==> config.mk <==
export PLATFORM = sky130hd
export DESIGN_NAME = flash_id_probe
export DESIGN_NICKNAME = d
export VERILOG_FILES = /design/src/rtl/fip_pkg.sv /design/src/rtl/fip_bus_master.sv /design/src/rtl/fip_delay_timer.sv /design/src/rtl/flash_id_probe.sv
export SDC_FILE = /design/constraint.sdc
export NUM_CORES = 1
export LEC_CHECK = 0
export BUFFER_PORTS_ARGS = -buffer_cell sky130_fd_sc_hd__buf_4
export CORE_MARGIN = 3
export CORE_UTILIZATION = 50
export CTS_BUF_LIST = sky130_fd_sc_hd__clkbuf_4 sky130_fd_sc_hd__clkbuf_8
export DETAILED_ROUTE_END_ITERATION = 6
export PLACE_DENSITY = 0.72
export REMOVE_ABC_BUFFERS = 1
export SYNTH_ARGS = -nofsm -noshare
export SYNTH_HDL_FRONTEND = slang
export SYNTH_SLANG_ARGS = --single-unit
==> constraint.sdc <==
create_clock -name clk -period 3.65 [get_ports clk]
set_input_delay 0.365 -clock clk [delete_from_list [all_inputs] [get_ports clk]]
set_output_delay 0.365 -clock clk [all_outputs]
set_load 0.05 [all_outputs]
==> src/rtl/fip_pkg.sv <==
package fip_pkg;
  typedef enum logic [1:0] {
    TM_CYCLES  = 2'b00,
    TM_NONE    = 2'b01,
    TM_DEFAULT = 2'b10,
    TM_INVALID = 2'b11
  } tmode_t;

  typedef enum logic [1:0] {
    PH_ENTER = 2'd0,
    PH_IDRD  = 2'd1,
    PH_LEAVE = 2'd2,
    PH_ARRRD = 2'd3
  } phase_t;

  typedef enum logic [2:0] {
    ST_IDLE, ST_ISSUE, ST_WAIT, ST_PAUSE, ST_NEXT, ST_FIN
  } state_t;

  localparam logic [15:0] UNLOCK_ADDR1 = 16'h5555;
  localparam logic [15:0] UNLOCK_ADDR2 = 16'h2AAA;
  localparam logic [7:0]  KEY_FIRST    = 8'hAA;
  localparam logic [7:0]  KEY_SECOND   = 8'h55;
  localparam logic [7:0]  CMD_ID_ON    = 8'h90;
  localparam logic [7:0]  CMD_ID_OFF   = 8'hF0;
  localparam logic [7:0]  CONT_CODE    = 8'h7F;
  localparam logic [15:0] BANK_OFFSET  = 16'h0100;
endpackage

==> src/rtl/fip_bus_master.sv <==
module fip_bus_master #(
  parameter int ADDR_W = 16
) (
  input  logic              clk,
  input  logic              rst,
  input  logic              go,
  input  logic              we,
  input  logic [ADDR_W-1:0] addr,
  input  logic [7:0]        wdata,
  output logic              xfer_done,
  output logic [7:0]        rdata_q,
  output logic              bus_req,
  output logic              bus_we,
  output logic [ADDR_W-1:0] bus_addr,
  output logic [7:0]        bus_wdata,
  input  logic              bus_ack,
  input  logic [7:0]        bus_rdata
);
  always_ff @(posedge clk) begin
    if (rst) begin
      bus_req   <= 1'b0;
      bus_we    <= 1'b0;
      bus_addr  <= '0;
      bus_wdata <= '0;
      xfer_done <= 1'b0;
      rdata_q   <= '0;
    end else begin
      xfer_done <= 1'b0;
      if (!bus_req && go) begin
        bus_req   <= 1'b1;
        bus_we    <= we;
        bus_addr  <= addr;
        bus_wdata <= wdata;
      end else if (bus_req && bus_ack) begin
        bus_req   <= 1'b0;
        xfer_done <= 1'b1;
        rdata_q   <= bus_rdata;
      end
    end
  end
endmodule

==> src/rtl/fip_delay_timer.sv <==
module fip_delay_timer #(
  parameter int CNT_W = 16
) (
  input  logic             clk,
  input  logic             rst,
  input  logic             load,
  input  logic [CNT_W-1:0] load_val,
  output logic             expired
);
  logic [CNT_W-1:0] remain;

  always_ff @(posedge clk) begin
    if (rst)                remain <= '0;
    else if (load)          remain <= load_val;
    else if (remain != '0)  remain <= remain - 1'b1;
  end

  assign expired = (remain == '0);
endmodule

==> src/rtl/flash_id_probe.sv <==
module flash_id_probe #(
  parameter int ADDR_W        = 16,
  parameter int CNT_W         = 16,
  parameter int GAP_CYC       = 8,
  parameter int DEF_ENTER_CYC = 2500,
  parameter int DEF_EXIT_CYC  = 10
) (
  input  logic              clk,
  input  logic              rst,
  input  logic              start,
  input  logic [1:0]        tmg_sel,
  input  logic [CNT_W-1:0]  tmg_cycles,
  input  logic [15:0]       exp_mfr,
  input  logic [15:0]       exp_dev,
  output logic              bus_req,
  output logic              bus_we,
  output logic [ADDR_W-1:0] bus_addr,
  output logic [7:0]        bus_wdata,
  input  logic              bus_ack,
  input  logic [7:0]        bus_rdata,
  output logic              busy,
  output logic              done,
  output logic              aborted,
  output logic [15:0]       mfr_id,
  output logic [15:0]       dev_id,
  output logic              id_match,
  output logic              parity_bad,
  output logic              mfr_is_array,
  output logic              dev_is_array
);
  import fip_pkg::*;

  localparam logic [CNT_W-1:0] GAP_V   = CNT_W'(GAP_CYC);
  localparam logic [CNT_W-1:0] ENTER_V = CNT_W'(DEF_ENTER_CYC);
  localparam logic [CNT_W-1:0] EXIT_V  = CNT_W'(DEF_EXIT_CYC);

  state_t           state;
  phase_t           ph;
  logic [1:0]       step;
  tmode_t           mode_q;
  logic [CNT_W-1:0] cyc_q;
  logic [15:0]      cap [2][2];

  logic             go, is_wr, pass, slot, xfer_done, tmr_load, expired;
  logic [ADDR_W-1:0] op_addr;
  logic [7:0]       op_wdata, rd_byte;
  logic [CNT_W-1:0] tmr_val, enter_dly, exit_dly;
  logic             need_a, need_b;

  assign is_wr = ~ph[0];
  assign pass  = ph[1];
  assign slot  = step[0];
  assign go    = (state == ST_ISSUE);
  assign busy  = (state != ST_IDLE);

  always_comb begin
    op_wdata = '0;
    if (is_wr) begin
      case (step)
        2'd0:    begin op_addr = ADDR_W'(UNLOCK_ADDR1); op_wdata = KEY_FIRST;  end
        2'd1:    begin op_addr = ADDR_W'(UNLOCK_ADDR2); op_wdata = KEY_SECOND; end
        default: begin
          op_addr  = ADDR_W'(UNLOCK_ADDR1);
          op_wdata = (ph == PH_ENTER) ? CMD_ID_ON : CMD_ID_OFF;
        end
      endcase
    end else begin
      op_addr = ADDR_W'({14'd0, step[0]} | (step[1] ? BANK_OFFSET : 16'h0000));
    end
  end

  always_comb begin
    case (mode_q)
      TM_CYCLES:  begin enter_dly = cyc_q;   exit_dly = cyc_q;  end
      TM_DEFAULT: begin enter_dly = ENTER_V; exit_dly = EXIT_V; end
      default:    begin enter_dly = '0;      exit_dly = '0;     end
    endcase
    if (step == 2'd2) tmr_val = (ph == PH_ENTER) ? enter_dly : exit_dly;
    else              tmr_val = GAP_V;
  end

  assign tmr_load = (state == ST_WAIT) && xfer_done && is_wr;
  assign need_a   = (cap[pass][0] == {8'h00, CONT_CODE});
  assign need_b   = (cap[pass][1] == {8'h00, CONT_CODE});

  fip_bus_master #(.ADDR_W(ADDR_W)) bus_i (
    .clk(clk), .rst(rst), .go(go), .we(is_wr), .addr(op_addr),
    .wdata(op_wdata), .xfer_done(xfer_done), .rdata_q(rd_byte),
    .bus_req(bus_req), .bus_we(bus_we), .bus_addr(bus_addr),
    .bus_wdata(bus_wdata), .bus_ack(bus_ack), .bus_rdata(bus_rdata)
  );

  fip_delay_timer #(.CNT_W(CNT_W)) tmr_i (
    .clk(clk), .rst(rst), .load(tmr_load), .load_val(tmr_val),
    .expired(expired)
  );

  always_ff @(posedge clk) begin
    if (rst) begin
      state <= ST_IDLE;
      ph    <= PH_ENTER;
      step  <= '0;
      mode_q <= TM_NONE;
      cyc_q <= '0;
      done  <= 1'b0;
      aborted <= 1'b0;
      mfr_id <= '0;
      dev_id <= '0;
      id_match <= 1'b0;
      parity_bad <= 1'b0;
      mfr_is_array <= 1'b0;
      dev_is_array <= 1'b0;
      for (int p = 0; p < 2; p++)
        for (int s = 0; s < 2; s++) cap[p][s] <= '0;
    end else begin
      done <= 1'b0;
      case (state)
        ST_IDLE: if (start) begin
          mode_q <= tmode_t'(tmg_sel);
          cyc_q  <= tmg_cycles;
          ph     <= PH_ENTER;
          step   <= '0;
          if (tmode_t'(tmg_sel) == TM_INVALID) begin
            aborted <= 1'b1;
            mfr_id <= '0;
            dev_id <= '0;
            id_match <= 1'b0;
            parity_bad <= 1'b0;
            mfr_is_array <= 1'b0;
            dev_is_array <= 1'b0;
            done <= 1'b1;
          end else begin
            state <= ST_ISSUE;
          end
        end
        ST_ISSUE: state <= ST_WAIT;
        ST_WAIT: if (xfer_done) begin
          if (is_wr) begin
            state <= ST_PAUSE;
          end else begin
            if (step[1]) cap[pass][slot] <= {cap[pass][slot][7:0], rd_byte};
            else         cap[pass][slot] <= {8'h00, rd_byte};
            state <= ST_NEXT;
          end
        end
        ST_PAUSE: if (expired) begin
          if (step == 2'd2) begin
            ph   <= phase_t'(ph + 2'd1);
            step <= '0;
          end else begin
            step <= step + 2'd1;
          end
          state <= ST_ISSUE;
        end
        ST_NEXT: begin
          state <= ST_ISSUE;
          if (step == 2'd0)                  step <= 2'd1;
          else if (step == 2'd1 && need_a)   step <= 2'd2;
          else if (step != 2'd3 && need_b)   step <= 2'd3;
          else if (!pass) begin
            ph   <= PH_LEAVE;
            step <= '0;
          end else begin
            state <= ST_FIN;
          end
        end
        ST_FIN: begin
          aborted      <= 1'b0;
          mfr_id       <= cap[0][0];
          dev_id       <= cap[0][1];
          id_match     <= (cap[0][0] == exp_mfr) && (cap[0][1] == exp_dev);
          parity_bad   <= ~(^cap[0][0][7:0]);
          mfr_is_array <= (cap[1][0] == cap[0][0]);
          dev_is_array <= (cap[1][1] == cap[0][1]);
          done         <= 1'b1;
          state        <= ST_IDLE;
        end
        default: state <= ST_IDLE;
      endcase
    end
  end
endmodule

==> summary.txt, run 1 <==
Logic synthesis
  • Mapped Cells: 813
  • Multiplexer share of the synthesized area: 2.37%
  • Synth Flop Type: dfxtp_1
  • Complex-gate fraction of the synthesized area: 12.3%
  • Largest family of logic cells by synthesized area: simple AND/OR/NAND/NOR gates
  • Mapped cell area: 0.00780 mm^2
  • Synth top area share: 25.4%
  • Synth area leader: dfxtp_1
  • Adder-Cell Fraction of Synth Area: 0.481%
  • Avg Cell Area, Syn: 9.60 um^2
  • Yosys reg bits: 163
  • Post-synth EDFFs: 64
  • Synth Area in Simple Gates: 21.4%
  • Count of cell types in the netlist: 59
  • Post-synthesis xor/xnor area fraction: 8.76%
  • Yosys warning count: 0
  • Seq/Total Area, Yosys: 50.0%
  • Top post-synthesis cells by area: dfxtp_1, edfxtp_1, xnor2_1, nor2_1, a22oi_1
  • Ys async rst share: 0%

Worst hold path
  • Hold Crit Class: in -> reg
  • Hold Startpoint: tmg_sel[0]

CTS
  • Max clock buf depth: 2
  • CTS HTree Levels: 4
  • Clock insertion delay at the later pin of the skew report: 460 ps
  • Postcts setup bufs: 0
  • Clock Tree Root: clkbuf_8
  • Reg clk slew, reported paths: 80 ps
  • # resized after CTS: 0
  • Count of hold-fix buffers inserted at cts: 0
  • CTS tree: done
  • Clk sinks: 163
  • TritonCTS buffer count: 17

Worst setup path
  • FF-to-FF Start: state[1]
  • Critical path's top delay family: simple AND/OR/NAND/NOR gates
  • Worst setup path start: state[1]
  • Kind of end point of the critical path: register
  • CP peak stage delay: 690 ps
  • Worst path bufs/invs: 0
  • Slowest stage cell, crit path: nor4_4
  • CP arrival: 3030 ps
  • Crit path cell chain: nand2b_1 -> nor4_4 -> nand2_1 -> nor4_1 -> and2_1
  • Crit Path Max Fanout: 18
  • Crit start category: register
  • Worst EP required: 3970 ps
  • Crit Path Class: reg -> reg

Floorplan
  • Die Y: 131 um
  • Die W: 131 um
  • Core box area: 0.0153 mm^2
  • Initial Utilization: 51.1%
  • Num ports: 127
  • Die Area: 0.0171 mm^2
  • Row count: 45

STA
  • Fin Clk Skew: 10.8 ps
  • Worst-Margin Slew: 973 ps
  • Worst Hold Slack: 128 ps
  • Final period util: 74.1%
  • Final setup fails: 0
  • Final min period: 2700 ps
  • Sum Neg Setup Slack: 0 ps
  • Slew Limit Headroom: 34.6%
  • Final hold violation count: 0
  • Slew Viols, Final: 0
  • Highest Clock Rate: 0.370 GHz
  • RSZ-0062 raised after global routing: false
  • Setup WS post-layout: 947 ps

Placed design
  • Dpl hpwl: 14.4 mm
  • Post-Place Worst Slack: 1010 ps
  • Final Wtd Congestion: 0.933
  • Port Buf Inserts: 125

Drt
  • Final WL: 20.2 mm
  • ANT nets after route: 0
  • DRT Pass-1 Iters: 5
  • Routed wl met3: 1.55 mm
  • Top Layer Used: met4
  • M1 WL: 9.00 mm
  • Iteration-0 DRC Markers: 527
  • Metal2 WL: 9.27 mm
  • WL/cell: 18.0 um
  • Via count: 6294
  • Post-route DRC: 0
  • Via density: 5.60

Global route
  • Largest net degree at the start of global routing: 88
  • GRT overflow: 0
  • Total track usage: 23.8%
  • Initial antenna violation count: 0
  • Vias in the first global route: 5728
  • First-pass GRT wire length: 31.2 mm

Power
  • Total power: 0.00463 W
  • Worst vdd ir: 0.311 mV
  • Leakage power: 3.47 nW
  • Pwr Density: 506 mW/mm^2

Cells and area
  • Most frequent cells in the layout: buf_4, dfxtp_1, nor2_1, nand2_1, xnor2_1
  • Layout Nets: 965
  • Layout area overhead: 17.2%
  • Layout cells sized above 1: 20.0%
  • # diodes: 0
  • Fill cells: 1354
  • Commonest non-fill, non-tap cell in the layout: buf_4

Job
  • Max cap viols: 0

Status
  • Status: completed
layout make-up:
cell class / count / area [um^2] / area share, %
clock inverter: 10 / 105 / 1.15
inverter: 9 / 33.8 / 0.370
sequential: 163 / 3900 / 42.7
multi-input combinational: 575 / 3540 / 38.8
timing repair buffer: 134 / 1010 / 11.0
clock buffer: 21 / 283 / 3.09
tap: 211 / 264 / 2.89
through the flow:
| stage | area (um^2) | util (%) | std cells |
|---|---|---|---|
| global route | 9140 | 59.9 | 1123 |
| floorplan | 7480 | - | 747 |
| CTS | 9140 | 59.9 | 1123 |
| finish | 9140 | 59.9 | 1123 |
| global placement | 8750 | 57.4 | 1092 |
| detailed placement | 8750 | 57.4 | 1092 |
synthesized netlist by cell type, types with 4 or more instances:
library cell   n
nor3_1        16
nor2_1        97
or4_1          8
inv_1          9
nand3_1       23
dfxtp_1       99
and2_1        45
nor2b_1        5
or2_2          4
mux2_2         4
nand2_1       77
nand4_1       18
nor4_1        10
edfxtp_1      64
buf_4         16
a211oi_1       4
o21ai_0       15
xor2_1        10
a21oi_1       43
a22oi_1       43
and3_1        12
a31oi_1        4
a32oi_1        7
clkbuf_1      41
mux2i_1        5
buf_1          5
mux4_2         4
xnor2_1       68
o22ai_1        4
nand2b_1       6
power by group:
| part | leakage [nW] | total [W] | internal, W | switching [W] |
|---|---|---|---|---|
| logic | 1.81 | 0.00110 | 0.000477 | 0.000628 |
| clock network | 0.197 | 0.00131 | 0.000659 | 0.000649 |
| registers | 1.47 | 0.00222 | 0.00203 | 0.000180 |
| total | 3.47 | 0.00463 | 0.00317 | 0.00146 |
tightest hold or removal path: cells and delay by family:
kind                   cells  cell delay [ps]
AND/OR/NAND/NOR            2              100
buffers and inverters      1               90
sequential cells by signal, indices dropped and copies added (netlist names), named ones only:
signal           count
parity_bad           1
bus_i.rdata_q        8
done                 1
cyc_q               16
dev_is_array         1
tmr_i.remain        16
cap                 64
bus_i.bus_wdata      5
bus_i.bus_we         1
id_match             1
aborted              1
dev_id              16
ph                   2
bus_i.bus_req        1
step                 2
mfr_is_array         1
bus_i.bus_addr       3
mode_q               2
mfr_id              16
state                3
bus_i.xfer_done      1
per-layer routing:
metal / vias up / GRT usage (%)
met5: - / 0
met4: 0 / 7.99
met3: 27 / 4.84
met2: 265 / 36.8
met1: 2958 / 33.6
li1: 3044 / -
cells by family after synthesis:
kind of cell / count (synthesis)
multiplexers: 13
other: 1
adder cells (fa/ha/maj): 3
AO/OA/AOI/OAI: 145
buffers and inverters: 75
flip-flops: 163
XOR/XNOR: 78
AND/OR/NAND/NOR: 335
path summary, 6_finish.rpt:
check,to,slack (ps),cells after the start
hold / removal,mode_q[0],130,3
hold reg to reg,aborted,460,2
setup reg to reg,cap[0][11],950,5
setup / recovery,cap[0][11],950,5
No activity file was read; power rests on OpenSTA's default activity.
==> run 2, diff against run 1 <==
--- a/config.mk
+++ b/config.mk
@@ -5,12 +5,13 @@
 export SDC_FILE = /design/constraint.sdc
 export NUM_CORES = 1
 export LEC_CHECK = 0
+export ABC_AREA = 1
 export BUFFER_PORTS_ARGS = -buffer_cell sky130_fd_sc_hd__buf_4
 export CORE_MARGIN = 3
 export CORE_UTILIZATION = 50
 export CTS_BUF_LIST = sky130_fd_sc_hd__clkbuf_4 sky130_fd_sc_hd__clkbuf_8
 export DETAILED_ROUTE_END_ITERATION = 6
-export PLACE_DENSITY = 0.72
+export PLACE_DENSITY = 0.74
 export REMOVE_ABC_BUFFERS = 1
 export SYNTH_ARGS = -nofsm -noshare
 export SYNTH_HDL_FRONTEND = slang
==> constraint.sdc (replaced) <==
create_clock -name clk -period 2.2 [get_ports clk]
set_input_delay 0.22 -clock clk [delete_from_list [all_inputs] [get_ports clk]]
set_output_delay 0.22 -clock clk [all_outputs]
set_load 0.05 [all_outputs]
==> summary.txt, run 2 <==
Logic synthesis
  • Synth Flop Type: dfxtp_1
  • Count of cell types in the netlist: 38 (-36%)
  • Mapped Cells: 1075 (+32%)
  • Post-synthesis xor/xnor area fraction: 6.18% (-2.6 points)
  • Seq/Total Area, Yosys: 47.5% (-2.6 points)
  • Avg Cell Area, Syn: 7.65 um^2 (-20%)
  • Most frequent cells after synthesis: nand2_1, nor2_1, inv_1, dfxtp_1, a21oi_1
  • Mapped cell area: 0.00822 mm^2 (+5.4%)
  • Synth Area in Simple Gates: 27.4% (+5.9 points)
  • Cell with the most instances after synthesis: nand2_1
  • Yosys warning count: 0 (unchanged)
  • Largest family of logic cells by synthesized area: simple AND/OR/NAND/NOR gates
  • Ys async rst share: 0% (unchanged)
  • Complex-gate fraction of the synthesized area: 9.92% (-2.4 points)
  • Adder-Cell Fraction of Synth Area: 0.457% (-0.025 points)
  • Synth top area share: 24.1% (-1.3 points)
  • Top post-synthesis cells by area: dfxtp_1, edfxtp_1, nand2_1, nor2_1, a21oi_1
  • Post-synth EDFFs: 64 (unchanged)
  • Yosys reg bits: 163 (unchanged)
  • Synth area leader: dfxtp_1
  • Multiplexer share of the synthesized area: 0% (-2.4 points)

STA
  • Final setup fails: 0 (unchanged)
  • Final period util: 88.4% (+14 points)
  • Final hold violation count: 0 (unchanged)
  • Highest Clock Rate: 0.514 GHz (+39%)
  • Fin Clk Skew: 10.3 ps (-0.441 ps)
  • Worst-Margin Slew: 573 ps (-400 ps)
  • Slew Viols, Final: 0 (unchanged)
  • Final min period: 1940 ps (-759 ps)
  • RSZ-0062 raised after global routing: false
  • Slew Limit Headroom: 61.4% (+27 points)

Worst hold path
  • Hold Crit Class: in -> reg
  • Hold endpoint: mode_q[1]
  • Hold Crit Depth: 3 (unchanged)
  • Hold Startpoint: tmg_sel[1]

Drt
  • DRT Pass-1 Iters: 5 (unchanged)
  • Via count: 7313 (+16%)
  • Final WL: 20.7 mm (+2.7%)
  • WL/cell: 14.3 um (-20%)
  • ANT nets after route: 0 (unchanged)
  • Via density: 5.05 (-9.8%)
  • Post-route DRC: 0 (unchanged)
  • Iteration-0 DRC Markers: 506 (-4.0%)

Floorplan
  • Row count: 46 (+2.2%)
  • Die W: 134 um (+2.5%)
  • Num ports: 127 (unchanged)
  • Initial Utilization: 51.4% (+0.25 points)
  • Die Area: 0.0180 mm^2 (+5.1%)
  • Core box area: 0.0160 mm^2 (+4.9%)
  • Die Y: 134 um (+2.5%)

Worst setup path
  • Worst setup path start: state[1]
  • Kind of end point of the critical path: register
  • CP arrival: 2270 ps (-760 ps)
  • Reg2reg setup slack: 260 ps (-690 ps)
  • Crit Path Class: reg -> reg
  • Crit Path Max Fanout: 10 (-8)
  • FF-to-FF path depth: 9 (+4)
  • Reg2reg end: cap[1][29]
  • Crit start category: register
  • FF-to-FF Start: state[1]
  • Worst EP required: 2520 ps (-1450 ps)

CTS
  • Max clock buf depth: 2 (unchanged)
  • Clock insertion delay at the later pin of the skew report: 470 ps (about the same)
  • Postcts setup bufs: 0 (unchanged)
  • CTS HTree Levels: 4 (unchanged)
  • Reg clk slew, reported paths: 80 ps (about the same)
  • TritonCTS buffer count: 17 (unchanged)
  • Clk sinks: 163 (unchanged)
  • Count of hold-fix buffers inserted at cts: 17 (+17)
  • # resized after CTS: 0 (unchanged)
  • CTS tree: done
  • Clock Tree Root: clkbuf_8

Placed design
  • Final Wtd Congestion: 0.930 (-0.30%)
  • Dpl hpwl: 15.5 mm (+7.7%)
  • Placed cell count: 1398 (+28%)
  • Port Buf Inserts: 125 (unchanged)

Global route
  • Total track usage: 22.8% (-0.95 points)
  • Vias in the first global route: 6756 (+18%)
  • Largest net degree at the start of global routing: 35 (-60%)
  • Initial antenna violation count: 0 (unchanged)
  • First-pass GRT wire length: 32.7 mm (+4.7%)
  • GRT overflow: 0 (unchanged)

Cells and area
  • Largest Register: cap
  • Layout area overhead: 21.5%
  • Post-Layout Cell Count: 1447 (+29%)
  • Layout cells sized above 1: 18.0% (-2.0 points)
  • Most frequent cells in the layout: nand2_1, nor2_1, buf_4, inv_1, dfxtp_1
  • # diodes: 0 (unchanged)
  • Commonest non-fill, non-tap cell in the layout: nand2_1
  • Max reg flops: 64 (unchanged)
  • Layout Nets: 1283 (+33%)

Job
  • Max cap viols: 0 (unchanged)

Power
  • Pwr Density: 992 mW/mm^2 (+96%)
  • Leakage power: 4.25 nW (+22%)
  • Total power: 0.00991 W (+110%)
  • Worst vdd ir: 0.993 mV (+220%)

Status
  • Status: completed
-- run 2: cells by family after synthesis --
group / count (synthesis)
other: 1
buffers and inverters: 165
AOI/OAI and AO/OA: 156
and+or+nand+nor: 529
DFF: 163
xor gates and xnor gates: 58
adders and majority gates: 3
-- run 2: critical path, cell delays in order (launching register included) --
cell	delay, ps
dfxtp_1	370
inv_1	110
nor3_4	180
nand2_1	140
nor3_4	250
inv_2	150
buf_4	210
nor2_4	180
nand2_1	100
nor2_1	110
-- run 2: metal layers --
layer	global-route usage (%)	vias to the layer above	share of wire, %	routed length (um)
li1	-	3731	-	-
met1	29.6	3267	44	9140
met2	36.9	271	45	9370
met3	5.06	44	7.5	1550
met4	10.0	0	3.2	657
met5	0	-	0	0
-- run 2: worst max-delay path by stage --
stage / cells past startpoint / slack [ps] / end
3_5_place_dp: 8 / 290 / cap[1][24]
2_1_floorplan: 2 / -1400 / bus_i.bus_addr[13]
5_1_grt: 13 / 50 / register
3_3_place_gp: 13 / 270 / register
4_1_cts: 8 / 250 / cap[1][24]
6_report: 9 / 260 / cap[1][29]
-- run 2: cell type report --
| class | instances | area (um^2) |
|---|---|---|
| fill | 1454 | 6010 |
| sequential | 163 | 3900 |
| multi-input combinational | 747 | 3610 |
| timing repair buffer | 175 | 1380 |
| inverter | 114 | 428 |
| tap | 216 | 270 |
| clock buffer | 19 | 262 |
| clock inverter | 13 | 131 |
-- run 2: metrics by stage --
stage / worst slack (ps) / hold slack [ps] / utilization [%] / TNS, ps / area [um^2]
after floorplan: -1400 / 289 / - / -25630 / 7950
after global placement: 267 / 424 / 58.9 / 0 / 9430
after detailed placement: 287 / 429 / 58.9 / 0 / 9430
after CTS: 252 / 10.1 / 62.4 / 0 / 9990
after global routing: 50.9 / 34.6 / 62.4 / 0 / 9990
final: 256 / 36.7 / 62.4 / 0 / 9990
-- run 2: report_power, final --
group	total, W	leakage [nW]	switching [W]	internal (W)
clock network	0.00215	0.202	0.00109	0.00106
registers	0.00385	1.47	0.000334	0.00351
logic	0.00391	2.57	0.00260	0.00131
==> run 3, diff against run 2 <==
--- a/config.mk
+++ b/config.mk
@@ -7,7 +7,7 @@
 export LEC_CHECK = 0
 export ABC_AREA = 1
 export BUFFER_PORTS_ARGS = -buffer_cell sky130_fd_sc_hd__buf_4
-export CORE_MARGIN = 3
+export CORE_MARGIN = 1
 export CORE_UTILIZATION = 50
 export CTS_BUF_LIST = sky130_fd_sc_hd__clkbuf_4 sky130_fd_sc_hd__clkbuf_8
 export DETAILED_ROUTE_END_ITERATION = 6
@@ -15,4 +15,5 @@
 export REMOVE_ABC_BUFFERS = 1
 export SYNTH_ARGS = -nofsm -noshare
 export SYNTH_HDL_FRONTEND = slang
+export SYNTH_HIERARCHICAL = 1
 export SYNTH_SLANG_ARGS = --single-unit
==> summary.txt, run 3 <==
Status
  • Status: completed

Power
  • Psw: 0.00481 W (+19%)
  • Worst vdd ir: 0.778 mV (-22%)
  • Sw frac: 43.8% (+3.2 points)
  • Internal power: 0.00616 W (+4.7%)
  • Leakage power: 4.84 nW (+14%)
  • Clock power share: 18.4% (-3.3 points)
  • Gate power share: 43.1% (+3.7 points)
  • Sequential fraction of design power: 38.4% (-0.4 points)
  • Pwr Density: 1000 mW/mm^2 (+1.1%)

Logic synthesis
  • Yosys warning count: 6 (+6)
  • Avg Cell Area, Syn: 7.38 um^2 (-3.6%)
  • Post-synth EDFFs: 64 (unchanged)
  • Cell with the most instances after synthesis: nand2_1
  • Count of cell types in the netlist: 42 (+11%)
  • Top post-synthesis cells by area: dfxtp_1, edfxtp_1, nand2_1, nor2_1, inv_1
  • Most frequent cells after synthesis: nand2_1, nor2_1, inv_1, dfxtp_1, nand3_1
  • Mapped cell area: 0.00923 mm^2 (+12%)
  • Mapped Cells: 1252 (+16%)
  • Synth area leader: dfxtp_1
  • Ys async rst share: 0% (unchanged)
  • Synth top area share: 24.9% (+0.82 points)
  • Synth Flop Type: dfxtp_1
  • Yosys reg bits: 179 (+9.8%)
  • Seq/Total Area, Yosys: 45.7% (-1.7 points)

CTS
  • Postcts setup bufs: 0 (unchanged)
  • CTS HTree Levels: 4 (unchanged)
  • Max clock buf depth: 2 (unchanged)
  • Clock insertion delay at the later pin of the skew report: 470 ps (about the same)
  • Reg clk slew, reported paths: 100 ps (+20 ps)
  • Clk sinks: 179 (+9.8%)
  • Clock Tree Root: clkbuf_8
  • TritonCTS buffer count: 17 (unchanged)
  • CTS tree: done

Worst setup path
  • Worst path bufs/invs: 4 (+1)
  • Critical path's top delay family: simple AND/OR/NAND/NOR gates
  • Crit path cell chain: inv_1 -> ha_2 -> nand2_4 -> nor2_8 -> nand4_4 -> inv_2 -> inv_1 -> nand2_1 -> nand2_1 -> nor3_2 -> nand2_1 -> a21oi_1 -> nor2_1 -> nand2_1 -> inv_1
  • Slowest stage cell, crit path: dfxtp_1
  • CP peak stage delay: 340 ps (-30 ps)
  • Crit path top cell by count: nand2_1
  • CP arrival: 2370 ps (+100 ps)
  • Kind of end point of the critical path: register
  • Crit start category: register
  • Crit Path Class: reg -> reg
  • Crit Path Max Fanout: 6 (-4)
  • Worst EP required: 2570 ps (+50 ps)

Placed design
  • Port Buf Inserts: 126 (+0.80%)
  • Post-Place Worst Slack: 238 ps (-48.9 ps)
  • Final Wtd Congestion: 0.904 (-2.9%)
  • Dpl hpwl: 16.8 mm (+8.6%)
  • Placed cell count: 1585 (+13%)

Cells and area
  • Post-Layout Cell Count: 1632 (+13%)
  • Layout area overhead: 18.5%
  • Fill cells: 1709 (+18%)
  • # diodes: 0 (unchanged)
  • Largest Register: cap
  • Max reg flops: 64 (unchanged)
  • Layout cells sized above 1: 16.7% (-1.2 points)
  • Multi-input gate area: 0.00419 mm^2 (+16%)
  • Commonest non-fill, non-tap cell in the layout: nand2_1
  • Fin util: 60.7% (-1.7 points)
  • Most frequent cells in the layout: nand2_1, nor2_1, buf_4, inv_1, dfxtp_1
  • Layout Nets: 1454 (+13%)
  • Reg area: 0.00422 mm^2 (+8.2%)

Global route
  • GRT overflow: 0 (unchanged)
  • Vias in the first global route: 7677 (+14%)
  • First-pass GRT wire length: 37.2 mm (+14%)
  • Initial antenna violation count: 0 (unchanged)
  • Largest net degree at the start of global routing: 39 (+11%)
  • Total track usage: 25.4% (+2.6 points)

Drt
  • Iteration-0 DRC Markers: 603 (+19%)
  • WL/cell: 14.2 um (-0.58%)
  • Via density: 5.07 (+0.36%)
  • ANT nets after route: 0 (unchanged)
  • M1 WL: 10.8 mm (+18%)
  • Via count: 8278 (+13%)
  • Metal2 WL: 10.3 mm (+9.8%)
  • Routed wl met3: 1.66 mm (+7.4%)
  • Top Layer Used: met4
  • DRT Pass-1 Iters: 6 (+1)
  • Post-route DRC: 0 (unchanged)
  • Final WL: 23.2 mm (+12%)

Worst hold path
  • Hold Crit Class: in -> reg

Floorplan
  • Die Area: 0.0190 mm^2 (+5.6%)
  • Initial Utilization: 51.2% (-0.15 points)
  • Row count: 49 (+6.5%)
  • Die Y: 138 um (+2.7%)
  • Num ports: 127 (unchanged)
  • Die W: 138 um (+2.7%)
  • Core box area: 0.0180 mm^2 (+13%)

STA
  • Slew Limit Headroom: 59.2% (-2.2 points)
  • Final period util: 90.9% (+2.5 points)
  • RSZ-0062 raised after global routing: false
  • Final setup fails: 0 (unchanged)
  • Setup WS post-layout: 201 ps (-54.9 ps)
  • Fin Clk Skew: 11.8 ps (+1.48 ps)
  • Final min period: 2000 ps (+54.9 ps)
  • Highest Clock Rate: 0.500 GHz (-2.7%)
  • Slew Viols, Final: 0 (unchanged)
  • Final hold violation count: 0 (unchanged)
  • Worst Hold Slack: 35.4 ps (-1.34 ps)
  • Worst-Margin Slew: 610 ps (+36.8 ps)

Job
  • Max cap viols: 0 (unchanged)
## run 3: cell count changes in the layout (fill, tap and decap cells not counted), sizes merged, moves of 3 or more
cell | previous run | this run
a21oi | 79 | 63
dfxtp | 99 | 115
nor2 | 174 | 233
xor2 | 38 | 35
o21ai | 64 | 47
nand2 | 247 | 317
nand4 | 12 | 18
a31oi | 3 | 0
nand3 | 41 | 74
inv | 114 | 157
buf | 158 | 152
## run 3: cell families (layout without fill, tap and decap cells)
kind of cell / Yosys count / count (layout) / synth area share, %
buffers and inverters: 202 / 353 / 9.01
xor gates and xnor gates: 56 / 56 / 5.39
and+or+nand+nor: 694 / 694 / 32.8
AOI/OAI and AO/OA: 118 / 118 / 6.71
adders and majority gates: 2 / 2 / 0.271
other: 1 / 1 / 0.0406
DFF: 179 / 179 / 45.7
## run 3: layout make-up
class | instances | share of cell area (%)
clock inverters | 15 | 0.972
well taps | 229 | 2.62
repair buffers | 167 | 12.1
clock buffers | 17 | 2.14
flip-flops and latches | 179 | 38.6
multi-input cells | 871 | 38.2
inverters | 154 | 5.28
## run 3: power groups by stage
stage	Combinational, W	Sequential [W]	Clock, W
after CTS	0.00470	0.00422	0.00207
after global routing	0.00525	0.00428	0.00220
final	0.00473	0.00422	0.00202
after floorplan	0.00266	0.00491	0
after global placement	0.00459	0.00428	0
after detailed placement	0.00465	0.00429	0
## run 3: stage by stage
step | cell area (um^2) | TNS [ps] | power (W)
2_1_floorplan | 8980 | -8610 | 0.00757
3_3_place_gp | 10500 | 0 | 0.00887
3_5_place_dp | 10500 | 0 | 0.00894
4_1_cts | 10900 | 0 | 0.0110
5_1_grt | 10900 | 0 | 0.0117
6_report | 10900 | 0 | 0.0110
## run 3: layer usage
metal	vias to the layer above	GRT usage, %
li1	4207	-
met1	3751	34.6
met2	278	39.7
met3	42	5.23
met4	0	9.48
met5	-	0
## run 3: worst paths after layout
check / start / to / slack (ps) / depth (start not counted)
worst max register to register: tmr_i/remain[0] / ph[1] / 200 / 15
worst min-delay path: tmg_cycles[15] / cyc_q[15] / 40 / 3
worst max-delay path: tmr_i/remain[0] / ph[1] / 200 / 15
worst min register to register: cyc_q[4] / cyc_q[4] / 460 / 2
## run 3: worst reg2reg max path: cells and delay by family (launching register included)
kind            cells  cell delay (ps)
fa+ha+maj           1              220
buf+inv             4              270
compound gates      1              120
simple gates        9              950
flops               1              340
## run 3: timing repair
action                                 in CTS  in global routing
gates resized for setup                     0                  1
setup endpoints to repair                   0                  2
hold buffers                               15                  0
endpoints found under the hold margin      15                  0
